### src/rtl/ppm_pkg.sv
package ppm_pkg;
  typedef enum logic [1:0] {
    ST_IDLE = 2'd0,
    ST_BIT  = 2'd1,
    ST_TAIL = 2'd2
  } ppm_state_e;

  // mid-pulse offsets as fractions of the period
  localparam int unsigned MID_HI  = 3;
  localparam int unsigned MID_LO  = 2;
  localparam int unsigned MID_DEN = 5;
endpackage

### src/rtl/ppm_cfg_check.sv
module ppm_cfg_check #(
  parameter int unsigned CNT_W = 16
) (
  input  logic [CNT_W-1:0] period_i,
  input  logic [CNT_W-1:0] ton_i,
  output logic             err_o
);
  import ppm_pkg::*;
  localparam int unsigned XW = CNT_W + 3;

  logic [XW-1:0] lim_x;

  assign lim_x = (XW'(period_i) * XW'(MID_LO)) / XW'(MID_DEN);
  assign err_o = (ton_i == '0) || (XW'(ton_i) >= lim_x);
endmodule

### src/rtl/ppm_diff_coder.sv
module ppm_diff_coder (
  input  logic clk_i,
  input  logic rst_ni,
  input  logic load_i,
  input  logic bit_i,
  output logic level_o
);
  logic level_q;

  always_ff @(posedge clk_i or negedge rst_ni) begin
    if (!rst_ni)     level_q <= 1'b0;
    else if (load_i) level_q <= level_q ^ bit_i;
  end

  assign level_o = level_q;

  a_r4_toggle_on_one: assert property (@(posedge clk_i) disable iff (!rst_ni)
    (load_i && bit_i) |=> (level_o != $past(level_o)));
  a_r4_hold_on_zero: assert property (@(posedge clk_i) disable iff (!rst_ni)
    (load_i && !bit_i) |=> $stable(level_o));
  a_r4_hold_no_load: assert property (@(posedge clk_i) disable iff (!rst_ni)
    !load_i |=> $stable(level_o));
endmodule

### src/rtl/ppm_symbol_timer.sv
module ppm_symbol_timer #(
  parameter int unsigned CNT_W = 16
) (
  input  logic             clk_i,
  input  logic             rst_ni,
  input  logic             en_i,
  input  logic             cfg_err_i,
  input  logic [CNT_W-1:0] period_i,
  input  logic [CNT_W-1:0] ton_i,
  input  logic             valid_i,
  input  logic             level_i,
  output logic             ready_o,
  output logic             accept_o,
  output logic             gate_o,
  output logic             busy_o
);
  import ppm_pkg::*;
  localparam int unsigned XW = CNT_W + 3;

  ppm_state_e       st_q;
  logic [CNT_W-1:0] cnt_q, p_q, t_q;
  logic             last_cyc, tail_end, boundary;
  logic [XW-1:0]    c_x, t_x, mid_x;

  assign last_cyc = (st_q == ST_BIT) && (cnt_q == p_q - 1'b1);
  assign tail_end = (st_q == ST_TAIL) && (cnt_q == t_q - 1'b1);
  assign boundary = (st_q == ST_IDLE) || last_cyc;
  assign ready_o  = en_i && !cfg_err_i && boundary;
  assign accept_o = ready_o && valid_i;

  always_ff @(posedge clk_i or negedge rst_ni) begin
    if (!rst_ni) begin
      st_q  <= ST_IDLE;
      cnt_q <= '0;
      p_q   <= '0;
      t_q   <= '0;
    end else begin
      if (accept_o) begin
        p_q <= period_i;
        t_q <= ton_i;
      end
      unique case (st_q)
        ST_IDLE: begin
          cnt_q <= '0;
          if (accept_o) st_q <= ST_BIT;
        end
        ST_BIT: begin
          if (last_cyc) begin
            cnt_q <= '0;
            if (!accept_o) st_q <= ST_TAIL;
          end else begin
            cnt_q <= cnt_q + 1'b1;
          end
        end
        ST_TAIL: begin
          if (tail_end) begin
            cnt_q <= '0;
            st_q  <= ST_IDLE;
          end else begin
            cnt_q <= cnt_q + 1'b1;
          end
        end
        default: begin
          st_q  <= ST_IDLE;
          cnt_q <= '0;
        end
      endcase
    end
  end

  assign c_x   = XW'(cnt_q);
  assign t_x   = XW'(t_q);
  assign mid_x = (XW'(p_q) * (level_i ? XW'(MID_HI) : XW'(MID_LO))) / XW'(MID_DEN);

  always_comb begin
    unique case (st_q)
      ST_BIT:  gate_o = (c_x < t_x) || ((c_x >= mid_x) && (c_x < mid_x + t_x));
      ST_TAIL: gate_o = 1'b1;
      default: gate_o = 1'b0;
    endcase
  end

  assign busy_o = (st_q != ST_IDLE);

  a_r1_start_after_accept: assert property (@(posedge clk_i) disable iff (!rst_ni)
    accept_o |=> gate_o);
  a_r3_boundary_off: assert property (@(posedge clk_i) disable iff (!rst_ni)
    last_cyc |-> !gate_o);
  a_r5_cnt_in_period: assert property (@(posedge clk_i) disable iff (!rst_ni)
    (st_q == ST_BIT) |-> (cnt_q < p_q));
  a_r6_tail_ends_idle: assert property (@(posedge clk_i) disable iff (!rst_ni)
    tail_end |=> !busy_o);
endmodule

### src/rtl/ppm_ask_encoder.sv
module ppm_ask_encoder #(
  parameter int unsigned CNT_W = 16
) (
  input  logic             clk_i,
  input  logic             rst_ni,
  input  logic             en_i,
  input  logic [CNT_W-1:0] period_i,
  input  logic [CNT_W-1:0] ton_i,
  input  logic             data_i,
  input  logic             valid_i,
  output logic             ready_o,
  output logic             gate_o,
  output logic             busy_o,
  output logic             cfg_err_o
);
  logic cfg_err, accept, level;

  ppm_cfg_check #(.CNT_W(CNT_W)) u_cfg (
    .period_i (period_i),
    .ton_i    (ton_i),
    .err_o    (cfg_err)
  );

  ppm_diff_coder u_diff (
    .clk_i   (clk_i),
    .rst_ni  (rst_ni),
    .load_i  (accept),
    .bit_i   (data_i),
    .level_o (level)
  );

  ppm_symbol_timer #(.CNT_W(CNT_W)) u_timer (
    .clk_i     (clk_i),
    .rst_ni    (rst_ni),
    .en_i      (en_i),
    .cfg_err_i (cfg_err),
    .period_i  (period_i),
    .ton_i     (ton_i),
    .valid_i   (valid_i),
    .level_i   (level),
    .ready_o   (ready_o),
    .accept_o  (accept),
    .gate_o    (gate_o),
    .busy_o    (busy_o)
  );

  assign cfg_err_o = cfg_err;

  a_r7_idle_gate_off: assert property (@(posedge clk_i) disable iff (!rst_ni)
    !busy_o |-> !gate_o);
endmodule

### config.mk
export PLATFORM = sky130hd
export DESIGN_NAME = ppm_ask_encoder
export DESIGN_NICKNAME = d
export VERILOG_FILES = /design/src/rtl/ppm_pkg.sv /design/src/rtl/ppm_cfg_check.sv /design/src/rtl/ppm_diff_coder.sv /design/src/rtl/ppm_symbol_timer.sv /design/src/rtl/ppm_ask_encoder.sv
export SDC_FILE = /design/constraint.sdc
export NUM_CORES = 1
export LEC_CHECK = 0
export ABC_AREA = 1
export BUFFER_PORTS_ARGS = -buffer_cell sky130_fd_sc_hd__buf_4
export CELL_PAD_IN_SITES_DETAIL_PLACEMENT = 0
export CELL_PAD_IN_SITES_GLOBAL_PLACEMENT = 2
export CORE_MARGIN = 2
export CORE_UTILIZATION = 38
export DETAILED_ROUTE_END_ITERATION = 16
export PLACE_DENSITY_LB_ADDON = 0.1
export SETUP_SLACK_MARGIN = 0.4
export SYNTH_ARGS = -nofsm -noshare
export SYNTH_HDL_FRONTEND = slang
export SYNTH_SLANG_ARGS = --single-unit
### constraint.sdc
create_clock -name clk_i -period 19.6 [get_ports clk_i]
set_input_delay 0.98 -clock clk_i [delete_from_list [all_inputs] [get_ports clk_i]]
set_output_delay 0.98 -clock clk_i [all_outputs]
set_load 0.03 [all_outputs]
==> results of run 1 <==
[cell usage after synthesis (all sizes together), types with 4 or more instances]
| cell | n |
|---|---|
| ha | 103 |
| nor2 | 75 |
| xor2 | 71 |
| xnor2 | 29 |
| a2111oi | 4 |
| a31o | 4 |
| or2 | 4 |
| o21a | 7 |
| nand2 | 408 |
| nor3 | 18 |
| o21bai | 12 |
| nand3 | 117 |
| o21ai | 63 |
| clkbuf | 12 |
| a21oi | 53 |
| o211ai | 4 |
| and2 | 4 |
| nor4 | 11 |
| inv | 220 |
| clkinv | 4 |
| a21o | 5 |
| nand4 | 22 |
| dfrtp | 51 |
[worst max path at each step]
stage | startpoint | to | cells past startpoint
after CTS | u_diff.level_o | gate_o | 101
final | u_diff.level_o | gate_o | 99
after detailed placement | u_diff.level_o | gate_o | 101
after global routing | u_diff.level_o | gate_o | 103
after floorplan | u_diff.level_o | gate_o | 102
after global placement | u_diff.level_o | gate_o | 100
[worst max-delay path: cells and delay by family, from the launching register on]
kind / cells / cell delay (ps)
fa+ha+maj: 6 / 1640
simple gates: 65 / 6100
buf+inv: 14 / 1060
xor+xnor: 1 / 60
compound gates: 13 / 2120
flops: 1 / 590
[area by class of cell]
class                      instances  area [µm²]  share of cell area (%)
clock buffer                       5         125                    1.35
clock inverter                     3        43.8                   0.472
inverter                         224         841                    9.07
multi-input combinational       1034        6330                    68.3
sequential                        51        1280                    13.8
tap                              280         350                    3.78
timing repair buffer              41         308                    3.32
[kinds of logic (layout without fill, tap and decap cells)]
logic type               after synthesis  after routing  share of synthesized area [%]
AO/OA/AOI/OAI                        162            162                           11.4
XOR/XNOR                             100            100                           10.4
adder cells (fa/ha/maj)              105            105                           15.6
buffers and inverters                238            273                           10.5
flip-flops                            51             51                           15.0
AND/OR/NAND/NOR                      667            667                           37.0
[sequential cells by signal, summed over array words and instances, names as in the netlist]
register	flops
u_timer.st_q	2
u_timer.t_q	16
u_diff.level_o	1
u_timer.cnt_q	16
u_timer.p_q	16
[through the flow]
stage / hold WS (ps) / setup slack (ps) / area (µm²)
after floorplan: 473 / 8580 / 8500
after global placement: 527 / 7110 / 9110
after detailed placement: 526 / 6930 / 9110
after CTS: 536 / 6570 / 9280
after global routing: 560 / 5230 / 9280
final: 529 / 6740 / 9280
[layer usage]
metal	part of all wire, %	GRT usage (%)	routed length (µm)
met1	52	27.3	11400
met2	45	32.4	9980
met3	1.9	1.13	417
met4	0.70	3.01	153
met5	0	0	0
==> results.sh, run 1 <==
export IMPL_status="finished clean"
export IMPL_holdPathStages=1
export IMPL_arrival_ps=11880
export IMPL_post_layout_nonfiller_instances=1638
export IMPL_first_global_vias=7598
export IMPL_hold_violations=0
export IMPL_dr_total_vias=7994
export IMPL_grt_total_usage_pct=19.1
export IMPL_endpoint_kind="output port"
export IMPL_mostFrequentLayoutCells="nand2_1, inv_1, nand3_1"
export IMPL_drive_above_1_share_pct=14.7
export IMPL_slew_violations=0
export IMPL_nFillCells=2425
export IMPL_synth_warnings=0
export IMPL_synth_area_leaders="ha_1, dfrtp_1, nand2_1"
export IMPL_cts_max_path_buffers=2
export IMPL_clock_skew_final_ps=4.05
export IMPL_cts_setup_buffers=0
export IMPL_grt_first_pass_wirelength_mm=37.2
export IMPL_cts_tree="yes"
export IMPL_utilization_pct=42.4
export IMPL_cp_required_ps=18620
export IMPL_portBuffers=40
export IMPL_die_w_um=154
export IMPL_vias_per_cell=4.88
export IMPL_path_class="flop to output port"
export IMPL_reg2reg_setup_slack_ps=14750
export IMPL_antenna_found_initial=0
export IMPL_async_reset_ff_share_pct=100
export IMPL_ys_seq_area_share_pct=15.0
export IMPL_setup_violations=0
export IMPL_hold_buffers=0
export IMPL_routed_wl_mm=22.0
export IMPL_wl_per_cell_um=13.4
export IMPL_place_gp_congestion=0.809
export IMPL_synth_avg_cell_area_um2=6.43
export IMPL_postRouteAntennaNets=0
export IMPL_fmax_mhz=77.7
export IMPL_rr_endpoint="u_diff.level_o"
export IMPL_crit_path_frequent_cell="nand2_2"
export IMPL_synth_top_area_cell="ha_1"
export IMPL_rows=54
export IMPL_period_minus_slack_ps=12860
export IMPL_initial_core_util_pct=38.8
export IMPL_clk_pin_slew_worst_paths_ps=70
export IMPL_fin_setup_tns_ps=0
export IMPL_pin_count=41
export IMPL_synth_area_um2=8500
export IMPL_post_cts_resize_count=0
export IMPL_firstDrtPassIters=5
export IMPL_slew_headroom_pct=41.5
export IMPL_reg2reg_depth=22
export IMPL_synthCells=1323
export IMPL_post_dp_hpwl_mm=18.6
export IMPL_min_to="u_timer.cnt_q[0]"
export IMPL_antenna_cells=0
export IMPL_maxCapViolations=0
export IMPL_clkLatencyLatePin_ps=300
export IMPL_clockRootBuffer="clkbuf_16"
export IMPL_final_period_utilization_pct=65.6
export IMPL_syn_num_nets=1465
export IMPL_route_detailed_drc=0
export IMPL_slowest_stage="dfrtp_1"
export IMPL_nNetsFinal=1499
export IMPL_grt_overflow=0
export IMPL_drt_initial_drc_count=356
export IMPL_worstPathMaxFanout=17
export IMPL_synth_edf_count=0
export IMPL_htreeDepth=2
export IMPL_yosysUniqueCellTypes=49
export IMPL_hold_path_class="flop to flop"
export IMPL_synth_top_cell_area_share_pct=15.2
export IMPL_hp_start="u_timer.cnt_q[0]"
export IMPL_cts_buffers=5
export IMPL_max_stage_delay_ps=590
export IMPL_syn2layout_area_growth_pct=9.11
export IMPL_cts_sinks=51
export IMPL_dp_cells=1630
export IMPL_rsz0062_at_grt="false"
export IMPL_core_um2=21900
export IMPL_final_common_cell="nand2_1"
export IMPL_ys_flop_type="dfrtp_1"
export IMPL_rr_startpoint="u_timer.p_q[0]"
export IMPL_grt_max_degree=52
export IMPL_tightest_slew_ps=877
export IMPL_die_height_um=154
export IMPL_dieArea_um2=23600
export IMPL_yosys_register_bits=51
export IMPL_start_kind="flop"
Power of run 1 is left out: the tool's default activity adds up to more than one toggle a clock period on the data nets, which glitch-free logic cannot reach.
==> run 2: changes to the inputs <==
--- a/config.mk
+++ b/config.mk
@@ -5,7 +5,7 @@
 export SDC_FILE = /design/constraint.sdc
 export NUM_CORES = 1
 export LEC_CHECK = 0
-export ABC_AREA = 1
+export ABC_AREA = 0
 export BUFFER_PORTS_ARGS = -buffer_cell sky130_fd_sc_hd__buf_4
 export CELL_PAD_IN_SITES_DETAIL_PLACEMENT = 0
 export CELL_PAD_IN_SITES_GLOBAL_PLACEMENT = 2
==> constraint.sdc (replaced) <==
create_clock -name clk_i -period 13.05 [get_ports clk_i]
set_input_delay 0.6525 -clock clk_i [delete_from_list [all_inputs] [get_ports clk_i]]
set_output_delay 0.6525 -clock clk_i [all_outputs]
set_load 0.03 [all_outputs]
==> run 2 against run 1 <==
Effect of this change:
- non-clock buffer count up 70
- first-iteration DRC count up 79%
- die area up 21%
- synthesized area up 21%
- hold slack worse by 150 ps
- count of clock-buffer cells in the layout unchanged
- design area up 30%
- sequential share of layout area down 3.2 points
==> results.sh, run 2 <==
export IMPL_cts_buffers=5
export IMPL_ys_seq_area_share_pct=12.4
export IMPL_endpoint_kind="output port"
export IMPL_synth_edf_count=0
export IMPL_utilization_pct=45.1
export IMPL_dr_total_vias=10700
export IMPL_synth_avg_cell_area_um2=7.35
export IMPL_async_reset_ff_share_pct=100
export IMPL_setup_violations=0
export IMPL_worstPathMaxFanout=7
export IMPL_firstDrtPassIters=5
export IMPL_post_dp_hpwl_mm=25.3
export IMPL_htreeDepth=2
export IMPL_cts_max_path_buffers=2
export IMPL_yosysUniqueCellTypes=113
export IMPL_fin_setup_tns_ps=0
export IMPL_antenna_cells=0
export IMPL_synthCells=1403
export IMPL_final_common_cell="nand2_1"
export IMPL_mostFrequentLayoutCells="nand2_1, buf_4, nor2_1"
export IMPL_status="finished clean"
export IMPL_cp_required_ps=12400
export IMPL_synth_top_cell_area_share_pct=12.5
export IMPL_yosys_register_bits=51
export IMPL_grt_overflow=0
export IMPL_core_um2=26800
export IMPL_synth_top_area_cell="ha_1"
export IMPL_rows=60
export IMPL_drive_above_1_share_pct=19.8
export IMPL_first_global_vias=10000
export IMPL_synth_warnings=0
export IMPL_slew_headroom_pct=27.9
export IMPL_place_gp_congestion=0.844
export IMPL_clockRootBuffer="clkbuf_16"
export IMPL_grt_max_degree=56
export IMPL_start_kind="flop"
export IMPL_syn2layout_area_growth_pct=17.1
export IMPL_nNetsFinal=1593
export IMPL_yosysMostFrequentCell="nand2_1"
export IMPL_route_detailed_drc=0
export IMPL_synth_common_cells="nand2_1, ha_1, nor2_1"
export IMPL_grt_first_pass_wirelength_mm=52.5
export IMPL_routed_wl_mm=33.0
export IMPL_vias_per_cell=5.99
export IMPL_fmax_mhz=82.2
export IMPL_hold_path_class="primary input to async pin"
export IMPL_cts_tree="yes"
export IMPL_drt_initial_drc_count=636
export IMPL_crit_path_end="gate_o"
export IMPL_antenna_found_initial=0
export IMPL_ys_flop_type="dfrtp_1"
export IMPL_postRouteAntennaNets=0
export IMPL_biggestRegsByFlops="u_timer.cnt_q (16), u_timer.p_q (16), u_timer.t_q (16)"
export IMPL_wl_per_cell_um=18.4
export IMPL_dp_cells=1751
export IMPL_startpoint="u_diff.level_o"
export IMPL_slew_violations=0
export IMPL_cts_sinks=51
export IMPL_max_stage_delay_ps=580
export IMPL_portBuffers=40
export IMPL_maxCapViolations=0
export IMPL_die_w_um=169
export IMPL_syn_num_nets=1545
export IMPL_clkLatencyLatePin_ps=300
export IMPL_period_minus_slack_ps=12170
export IMPL_die_height_um=169
export IMPL_rsz0062_at_grt="true"
export IMPL_hold_violations=0
export IMPL_reg2reg_setup_slack_ps=8870
export IMPL_synth_area_leaders="ha_1, dfrtp_1, xnor2_1"
export IMPL_grt_total_usage_pct=22.3
export IMPL_nFillCells=2754
export IMPL_tightest_slew_ps=1080
export IMPL_slowest_stage="or4_1"
export IMPL_arrival_ps=11520
export IMPL_place_area_um2=11000
export IMPL_clk_pin_slew_worst_paths_ps=70
export IMPL_synth_area_um2=10300
export IMPL_design_area_um2=12100
export IMPL_path_class="flop to output port"
export IMPL_dieArea_um2=28500
export IMPL_final_period_utilization_pct=93.3
export IMPL_hold_buffers=0
export IMPL_rr_startpoint="u_timer.p_q[3]"
export IMPL_clock_skew_final_ps=7.90
export IMPL_initial_core_util_pct=38.5
export IMPL_reg2reg_depth=15
export IMPL_post_layout_nonfiller_instances=1793
export IMPL_rr_endpoint="u_timer.p_q[3]"
export IMPL_pin_count=41
-- run 2: cell count changes after synthesis, moves of 46 or more --
cell     previous run  this run
nand2_1           320       121
inv_1             180        77
nand2_2            73         2
nand3_1           109        57
a21oi_1            52       102
o21ai_0            51        97
-- run 2: kinds of logic after synthesis --
family	Yosys count	synth area share, %
XOR/XNOR	102	8.66
flip-flops	51	12.4
AO/OA/AOI/OAI	476	33.0
adder cells (fa/ha/maj)	106	13.0
multiplexers	27	2.97
buffers and inverters	152	5.98
AND/OR/NAND/NOR	489	24.1
-- run 2: layout make-up --
class / instances / area (µm²) / share of cell area (%)
Timing Repair Buffer: 111 / 870 / 7.20
Inverter: 82 / 317 / 2.62
Multi-Input combinational cell: 1200 / 9050 / 74.9
Clock inverter: 3 / 20.0 / 0.166
Tap cell: 341 / 427 / 3.53
Clock buffer: 5 / 125 / 1.04
Sequential cell: 51 / 1280 / 10.6
-- run 2: worst max-delay path, delay by kind of cell, from the launching register on --
family	cells	cell delay, ps
AO/OA/AOI/OAI	32	5610
flip-flops	1	390
AND/OR/NAND/NOR	19	3120
buffers and inverters	3	370
adder cells (fa/ha/maj)	6	1700
-- run 2: worst min-delay path by stage --
| stage | from | end | depth (start not counted) |
|---|---|---|---|
| after global routing | rst_ni | u_timer.p_q[14] | 1 |
| after floorplan | rst_ni | u_diff.level_o | 0 |
| after detailed placement | u_timer.st_q[1] | u_timer.st_q[1] | 2 |
| after CTS | rst_ni | u_timer.st_q[1] | 1 |
| final | rst_ni | u_timer.p_q[14] | 1 |
| after global placement | u_timer.st_q[1] | u_timer.st_q[1] | 2 |
-- run 2: per-layer routing --
metal	global-route usage [%]	share of wire (%)
met2	39.1	48
met3	0.842	2.0
met1	30.3	48
met4	5.51	1.8
met5	0	0
-- run 2: timing repair --
item / CTS / global route
pin swaps: 8 / 62
resized for setup: 32 / 104
cloned: 0 / 0
buffers inserted: 6 / 28
endpoints found under the setup margin: 1 / 1
endpoints found under the hold margin: 0 / 0
-- run 2: through the flow --
stage / worst slack [ps] / hold slack (ps)
6_report: 878 / 377
5_1_grt: 243 / 431
3_3_place_gp: 221 / 551
3_5_place_dp: 114 / 554
2_1_floorplan: 1350 / 357
4_1_cts: 401 / 405
Power of run 2 is left out for the same reason.
